File: src/rtl/ulk_pkg.sv
package ulk_pkg;
  localparam int unsigned KEY_AW = 15;
  localparam logic [KEY_AW-1:0] KEY_A_ADDR = 15'h5555;
  localparam logic [KEY_AW-1:0] KEY_B_ADDR = 15'h2AAA;
  localparam logic [7:0]        KEY_A_DATA = 8'hAA;
  localparam logic [7:0]        KEY_B_DATA = 8'h55;
  localparam logic [7:0]        CONFIRM_PROT = 8'hA0;

  typedef enum logic [1:0] {
    SQ_IDLE  = 2'd0,
    SQ_KEY1  = 2'd1,
    SQ_KEY2  = 2'd2,
    SQ_ARMED = 2'd3
  } seq_st_e;
endpackage

File: src/rtl/ulk_bus_capture.sv
module ulk_bus_capture #(
  parameter int unsigned AW = 16,
  parameter int unsigned DW = 8
) (
  input  logic          clk,
  input  logic          rst_n,
  input  logic          cs_flash_n,
  input  logic          cs_eep_n,
  input  logic          we_n,
  input  logic          oe_n,
  input  logic [AW-1:0] addr_i,
  input  logic [DW-1:0] data_i,
  output logic          evt,
  output logic          evt_eep,
  output logic [AW-1:0] evt_addr,
  output logic [DW-1:0] evt_data
);
  logic          act;
  logic          act_q;
  logic          eep_q, eep_n;
  logic [AW-1:0] addr_q, addr_n;
  logic [DW-1:0] data_q, data_n;
  logic          start;

  // qualified write: one select only, strobe low, output enable high
  assign act   = (cs_flash_n ^ cs_eep_n) & ~we_n & oe_n;
  assign start = act & ~act_q;

  always_comb begin
    eep_n  = eep_q;
    addr_n = addr_q;
    data_n = data_q;
    if (start) begin
      eep_n  = ~cs_eep_n;
      addr_n = addr_i;
    end
    if (act) begin
      data_n = data_i;
    end
  end

  always_ff @(posedge clk or negedge rst_n) begin
    if (!rst_n) begin
      act_q  <= 1'b0;
      eep_q  <= 1'b0;
      addr_q <= '0;
      data_q <= '0;
    end else begin
      act_q <= act;
      if (start) begin
        eep_q  <= eep_n;
        addr_q <= addr_n;
      end
      if (act) begin
        data_q <= data_n;
      end
    end
  end

  assign evt      = act_q & ~act;
  assign evt_eep  = eep_q;
  assign evt_addr = addr_q;
  assign evt_data = data_q;
endmodule

File: src/rtl/ulk_seq_decoder.sv
module ulk_seq_decoder
  import ulk_pkg::*;
#(
  parameter int unsigned AW     = 16,
  parameter int unsigned DW     = 8,
  parameter int unsigned TO_CYC = 1024
) (
  input  logic          clk,
  input  logic          rst_n,
  input  logic          evt,
  input  logic          evt_eep,
  input  logic [AW-1:0] evt_addr,
  input  logic [DW-1:0] evt_data,
  input  logic          sdp,
  output logic          cmd_ok,
  output logic          prot_wr,
  output logic          ee_wr,
  output logic          abort,
  output logic [AW-1:0] out_addr,
  output logic [DW-1:0] out_data
);
  localparam int unsigned TW = $clog2(TO_CYC + 1);
  localparam logic [TW-1:0] TO_LAST = TW'(TO_CYC - 1);

  seq_st_e       st_q, st_n;
  logic [TW-1:0] cnt_q, cnt_n;
  logic          seq_eep_q, seq_eep_n;
  logic          cmd_n, prot_n, ee_n, abort_n;
  logic          load_n;
  logic [AW-1:0] oaddr_q;
  logic [DW-1:0] odata_q;
  logic          hit_a, hit_b, hit_c;

  assign hit_a = (evt_addr[KEY_AW-1:0] == KEY_A_ADDR) && (evt_data[7:0] == KEY_A_DATA);
  assign hit_b = (evt_addr[KEY_AW-1:0] == KEY_B_ADDR) && (evt_data[7:0] == KEY_B_DATA);
  assign hit_c = (evt_addr[KEY_AW-1:0] == KEY_A_ADDR) && (evt_data[7:0] == CONFIRM_PROT);

  always_comb begin
    st_n      = st_q;
    cnt_n     = cnt_q;
    seq_eep_n = seq_eep_q;
    cmd_n     = 1'b0;
    prot_n    = 1'b0;
    ee_n      = 1'b0;
    abort_n   = 1'b0;
    load_n    = 1'b0;
    if (evt) begin
      cnt_n = '0;
      unique case (st_q)
        SQ_IDLE: begin
          if (hit_a) begin
            st_n      = SQ_KEY1;
            seq_eep_n = evt_eep;
          end else if (evt_eep && !sdp) begin
            ee_n   = 1'b1;
            load_n = 1'b1;
          end
        end
        SQ_KEY1, SQ_KEY2: begin
          if ((st_q == SQ_KEY1) && hit_b) begin
            st_n = SQ_KEY2;
          end else if ((st_q == SQ_KEY2) && hit_c) begin
            st_n  = SQ_ARMED;
            cmd_n = 1'b1;
          end else begin
            st_n = SQ_IDLE;
            if (evt_eep) begin
              ee_n   = ~sdp;
              load_n = ~sdp;
            end else begin
              abort_n = 1'b1;
            end
          end
        end
        SQ_ARMED: begin
          st_n   = SQ_IDLE;
          prot_n = 1'b1;
          load_n = 1'b1;
        end
        default: st_n = SQ_IDLE;
      endcase
    end else if (st_q != SQ_IDLE) begin
      if (cnt_q == TO_LAST) begin
        st_n    = SQ_IDLE;
        cnt_n   = '0;
        abort_n = ~seq_eep_q;
      end else begin
        cnt_n = cnt_q + 1'b1;
      end
    end
  end

  always_ff @(posedge clk or negedge rst_n) begin
    if (!rst_n) begin
      st_q      <= SQ_IDLE;
      cnt_q     <= '0;
      seq_eep_q <= 1'b0;
      cmd_ok    <= 1'b0;
      prot_wr   <= 1'b0;
      ee_wr     <= 1'b0;
      abort     <= 1'b0;
      oaddr_q   <= '0;
      odata_q   <= '0;
    end else begin
      st_q      <= st_n;
      cnt_q     <= cnt_n;
      seq_eep_q <= seq_eep_n;
      cmd_ok    <= cmd_n;
      prot_wr   <= prot_n;
      ee_wr     <= ee_n;
      abort     <= abort_n;
      if (load_n) begin
        oaddr_q <= evt_addr;
        odata_q <= evt_data;
      end
    end
  end

  assign out_addr = oaddr_q;
  assign out_data = odata_q;
endmodule

File: src/rtl/ulk_sdp_ctrl.sv
module ulk_sdp_ctrl #(
  parameter int unsigned WRC_CYC = 256
) (
  input  logic clk,
  input  logic rst_n,
  input  logic prot_wr,
  output logic sdp
);
  localparam int unsigned CW = $clog2(WRC_CYC + 1);
  localparam logic [CW-1:0] WRC_LAST = CW'(WRC_CYC - 1);

  logic          pend_q, pend_n;
  logic [CW-1:0] cnt_q, cnt_n;
  logic          sdp_q, sdp_n;

  always_comb begin
    pend_n = pend_q;
    cnt_n  = cnt_q;
    sdp_n  = sdp_q;
    if (prot_wr) begin
      pend_n = 1'b1;
      cnt_n  = '0;
    end else if (pend_q) begin
      if (cnt_q == WRC_LAST) begin
        pend_n = 1'b0;
        sdp_n  = 1'b1;
      end else begin
        cnt_n = cnt_q + 1'b1;
      end
    end
  end

  always_ff @(posedge clk or negedge rst_n) begin
    if (!rst_n) begin
      pend_q <= 1'b0;
      cnt_q  <= '0;
      sdp_q  <= 1'b0;
    end else begin
      pend_q <= pend_n;
      cnt_q  <= cnt_n;
      sdp_q  <= sdp_n;
    end
  end

  assign sdp = sdp_q;
endmodule

File: src/rtl/mem_unlock_decoder.sv
module mem_unlock_decoder #(
  parameter int unsigned ADDR_W      = 16,
  parameter int unsigned DATA_W      = 8,
  parameter int unsigned TIMEOUT_CYC = 1024,
  parameter int unsigned WRC_CYC     = 256
) (
  input  logic              clk,
  input  logic              rst_n,
  input  logic              cs_flash_n,
  input  logic              cs_eep_n,
  input  logic              we_n,
  input  logic              oe_n,
  input  logic [ADDR_W-1:0] bus_addr,
  input  logic [DATA_W-1:0] bus_data,
  output logic              cmd_valid,
  output logic              prot_wr_en,
  output logic              read_return,
  output logic              eep_wr_stb,
  output logic [ADDR_W-1:0] wr_addr_o,
  output logic [DATA_W-1:0] wr_data_o,
  output logic              sdp_on
);
  logic [1:0]        rst_pipe;
  logic              rst_int_n;
  logic              evt, evt_eep;
  logic [ADDR_W-1:0] evt_addr;
  logic [DATA_W-1:0] evt_data;

  always_ff @(posedge clk or negedge rst_n) begin
    if (!rst_n) rst_pipe <= 2'b00;
    else        rst_pipe <= {rst_pipe[0], 1'b1};
  end
  assign rst_int_n = rst_pipe[1];

  ulk_bus_capture #(.AW(ADDR_W), .DW(DATA_W)) u_cap (
    .clk(clk), .rst_n(rst_int_n),
    .cs_flash_n(cs_flash_n), .cs_eep_n(cs_eep_n), .we_n(we_n), .oe_n(oe_n),
    .addr_i(bus_addr), .data_i(bus_data),
    .evt(evt), .evt_eep(evt_eep), .evt_addr(evt_addr), .evt_data(evt_data)
  );

  ulk_seq_decoder #(.AW(ADDR_W), .DW(DATA_W), .TO_CYC(TIMEOUT_CYC)) u_dec (
    .clk(clk), .rst_n(rst_int_n),
    .evt(evt), .evt_eep(evt_eep), .evt_addr(evt_addr), .evt_data(evt_data),
    .sdp(sdp_on),
    .cmd_ok(cmd_valid), .prot_wr(prot_wr_en), .ee_wr(eep_wr_stb),
    .abort(read_return), .out_addr(wr_addr_o), .out_data(wr_data_o)
  );

  ulk_sdp_ctrl #(.WRC_CYC(WRC_CYC)) u_sdp (
    .clk(clk), .rst_n(rst_int_n), .prot_wr(prot_wr_en), .sdp(sdp_on)
  );
endmodule

File: config.mk
export PLATFORM = sky130hd
export DESIGN_NAME = mem_unlock_decoder
export DESIGN_NICKNAME = d
export VERILOG_FILES = /design/src/rtl/ulk_pkg.sv /design/src/rtl/ulk_bus_capture.sv /design/src/rtl/ulk_seq_decoder.sv /design/src/rtl/ulk_sdp_ctrl.sv /design/src/rtl/mem_unlock_decoder.sv
export SDC_FILE = /design/constraint.sdc
export NUM_CORES = 1
export LEC_CHECK = 0
export CAP_MARGIN = 30
export CORE_UTILIZATION = 40
export DETAILED_ROUTE_END_ITERATION = 8
export GPL_TIMING_DRIVEN = 0
export PLACE_DENSITY = 0.65
export RECOVER_POWER = 50
export SKIP_CTS_REPAIR_TIMING = 1
export SYNTH_ARGS = -nofsm -noshare
export SYNTH_HDL_FRONTEND = slang
export SYNTH_HIERARCHICAL = 1
export SYNTH_SLANG_ARGS = --single-unit
File: constraint.sdc
create_clock -name clk -period 2.35 [get_ports clk]
set_input_delay 0.47 -clock clk [delete_from_list [all_inputs] [get_ports clk]]
set_output_delay 0.47 -clock clk [all_outputs]
set_load 0.02 [all_outputs]
==> results.py <==
metrics = {
    "run_status": {
        "status": "completed",
    },
    "job": {
        "cap_violations": 0,
    },
    "yosys": {
        "synth_area_mm2": 0.00362,
        "syn-instance-count": 275,
        "synthArstFlopShare_pct": 100,
        "ys_seq_area_share_pct": 56.0,
        "avgSynthCellArea_um2": 13.2,
        "synthTopCellsByArea": "dfrtp_1 56%, mux2_2 12%, mux2_4 3.7%",
        "synth_edf_count": 0,
        "synth_top_cell_by_area": "dfrtp_1",
        "synth_cell_types": 45,
        "yosysWarnings": 6,
        "yosysTopAreaCellShare_pct": 56.0,
        "synth_top_flop_cell": "dfrtp_1",
        "synth-seq-cells": 81,
        "synth_fp_nets": 313,
    },
    "sta": {
        "timing.final.ws_setup_ns": 0.0111,
        "layout_min_cycle_time_ns": 2.34,
        "fin_crit_sh_pct": 99.5,
        "tns_ns": 0,
        "hold_viol_final": 0,
        "final-setup-viol-count": 0,
        "maxClockFrequency_ghz": 0.428,
        "slew_viol_final": 0,
        "rsz0062_at_grt": "yes",
        "fin_worst_skew_ns": 0.0129,
        "tightestPinTransition_ns": 1.21,
        "whs_ns": 0.348,
        "slew_headroom_pct": 19.1,
    },
    "placed_design": {
        "place_congestion": 0.761,
        "dp_hpwl_mm": 5.06,
        "place_ws_ns": -0.808,
        "portBuffers": 58,
    },
    "power_and_ir_drop": {
        "p_sw_share_pct": 25.6,
        "finalPower_mw": 3.49,
        "leakagePower_nw": 2.18,
        "p_seq_share_pct": 50.0,
        "intPower_mw": 2.60,
        "power.switching_mw": 0.894,
        "power_frac_comb_pct": 15.9,
        "vdd_ir_drop_max_uv": 401,
        "p_clk_share_pct": 34.0,
        "power.density_mw_per_mm2": 731,
    },
    "route": {
        "routed_via_density": 5.07,
        "drt_wl_total_mm": 7.16,
        "ant_nets": 0,
        "drc": 0,
        "first_pass_iters": 5,
        "wire_per_inst_um": 15.2,
        "vias": 2387,
        "dr.first_iter.drc_count": 108,
    },
    "cts": {
        "insertion_delay_ns": 0.34,
        "clk_pin_slew_ns": 0.08,
        "clock-sinks": 81,
        "h-tree-depth": 3,
        "cts.path.max_buffers": 2,
        "cts_root_buf": "clkbuf_8",
        "cts_made_buffers": 9,
        "cts_tree": "built",
    },
    "grt": {
        "gr-total-overflow": 0,
        "grt_max_degree": 49,
        "antenna_found_initial": 0,
        "grt_pass1_vias": 2463,
        "grt_util_all_layers_pct": 15.7,
        "grt_pass1_wl_mm": 11.8,
    },
    "floorplan": {
        "dieArea_mm2": 0.00943,
        "io_pins": 59,
        "fp.dieH_um": 97.1,
        "start_util_pct": 41.5,
        "die_w_um": 97.1,
        "rows": 34,
        "core_mm2": 0.00872,
    },
    "hold_path": {
        "hold_path_class": "in -> async",
    },
    "finish": {
        "final_nets": 396,
        "mostFrequentLayoutCells": "79 x dfrtp_1, 55 x clkdlybuf4s50_1, 40 x mux2_2",
        "drive_above_1_share_pct": 29.5,
        "diodes": 0,
        "final_common_cell": "dfrtp_1",
        "postLayoutCoreUtil_pct": 54.8,
        "area_growth_pct": 32.0,
    },
    "critical_path": {
        "path_cells": "clkdlybuf4s50_1, and3b_2, buf_8, nor2b_4, and2_1, nor2b_1, a211oi_4, buf_6, buf_12, mux2_1",
        "reg2reg_from": "u_cap/evt_addr[9]$_DFFE_PN0P_",
        "cpMaxStageDelayCell": "clkdlybuf4s50_1",
        "path_max_fanout": 10,
        "crit_required_ns": 2.57,
        "startpoint_type": "input port",
        "slowest_delay_ns": 0.48,
        "arrival_ns": 2.56,
        "worstSetupEndpointType": "flip-flop",
        "path_class": "in -> reg",
        "crit_path_start": "we_n",
    },
}
[cell type report]
type | instances | area, µm²
Buffer | 8 | 91.3
Fill cell | 740 | 3940
Clock inverter | 5 | 104
Timing Repair Buffer | 72 | 694
Clock buffer | 11 | 131
Tap cell | 108 | 135
Inverter | 4 | 15.0
Sequential cell | 81 | 2030
Multi-Input combinational cell | 182 | 1580
[per-stage QoR]
stage	std cells	area [µm²]
final	471	4780
after global routing	471	4780
after CTS	458	4610
after detailed placement	442	4370
after global placement	441	4340
after floorplan	275	3630
[registers in the layout, indices dropped and copies added (netlist names)]
register,flops
u_dec/cmd_ok,1
u_cap/evt_addr,16
u_dec/ee_wr,1
u_dec/prot_wr,1
u_dec/cnt_q,11
rst_pipe,2
u_dec/out_addr,16
u_dec/st_q,2
u_sdp/sdp,1
u_sdp/pend_q,1
u_cap/evt_data,8
u_cap/evt_eep,1
u_dec/abort,1
u_cap/act_q,1
u_sdp/cnt_q,9
u_dec/seq_eep_q,1
u_dec/out_data,8
[logic make-up after synthesis]
logic type,count (synthesis),synth area share [%]
muxes,53,17.3
and+or+nand+nor,87,13.9
other,1,0.104
xor gates and xnor gates,16,3.87
DFF,81,56.0
buffers and inverters,12,2.49
adders and majority gates,8,2.77
AOI/OAI and AO/OA,17,3.60
[cells in the mapped netlist, types with 2 or more instances]
cell and n:
inv_1 4, nor2b_1 3, nor2_1 28, nand4_1 7, nand3_1 4, nand2b_1 2, buf_6 6, a21oi_1 4
dfrtp_1 81, ha_1 8, nor3_1 7, xor2_1 11, and4_2 2, mux2i_1 3, nor4b_1 3, nor3b_1 4
clkbuf_1 2, xnor2_1 5, or2_2 2, nor4bb_1 6, mux2_4 9, mux2_2 40, o21ai_0 4, nand2_1 9
[critical path, delay by kind of cell]
family	cells	cell delay [ns]
buffers and inverters	4	0.94
AND/OR/NAND/NOR	4	0.78
multiplexers	1	0.31
AO/OA/AOI/OAI	1	0.07
[worst paths after layout]
kind | cells after the start | slack, ns | end
worst min register to register | 0 | 0.36 | rst_pipe[1]$_DFF_PN0_
worst max-delay path | 10 | 0.01 | u_dec/out_data[7]$_DFFE_PN0P_
worst min-delay path | 1 | 0.35 | rst_pipe[1]$_DFF_PN0_
max in group asynchronous | 1 | 0.42 | u_cap/evt_addr[9]$_DFFE_PN0P_
worst max register to register | 8 | 0.02 | u_dec/out_addr[4]$_DFFE_PN0P_
min in group clk | 0 | 0.36 | rst_pipe[1]$_DFF_PN0_
[power groups by stage]
stage / registers [mW] / logic (mW) / clock network (mW)
3_5_place_dp: 1.77 / 0.506 / 0
3_3_place_gp: 1.78 / 0.470 / 0
6_report: 1.75 / 0.557 / 1.19
5_1_grt: 1.78 / 0.617 / 1.27
4_1_cts: 1.74 / 0.507 / 1.22
2_1_floorplan: 1.72 / 0.365 / 0
[layer usage]
metal  track usage (%)  routed length (µm)  vias to the layer above
li1                  -                   -                     1132
met1              20.8                3220                     1203
met2              25.5                3570                       50
met3              3.96                 347                        2
met4              4.82                  19                        0
met5                 0                   0                        -
Note: power is estimated with default switching activity, not from simulation.
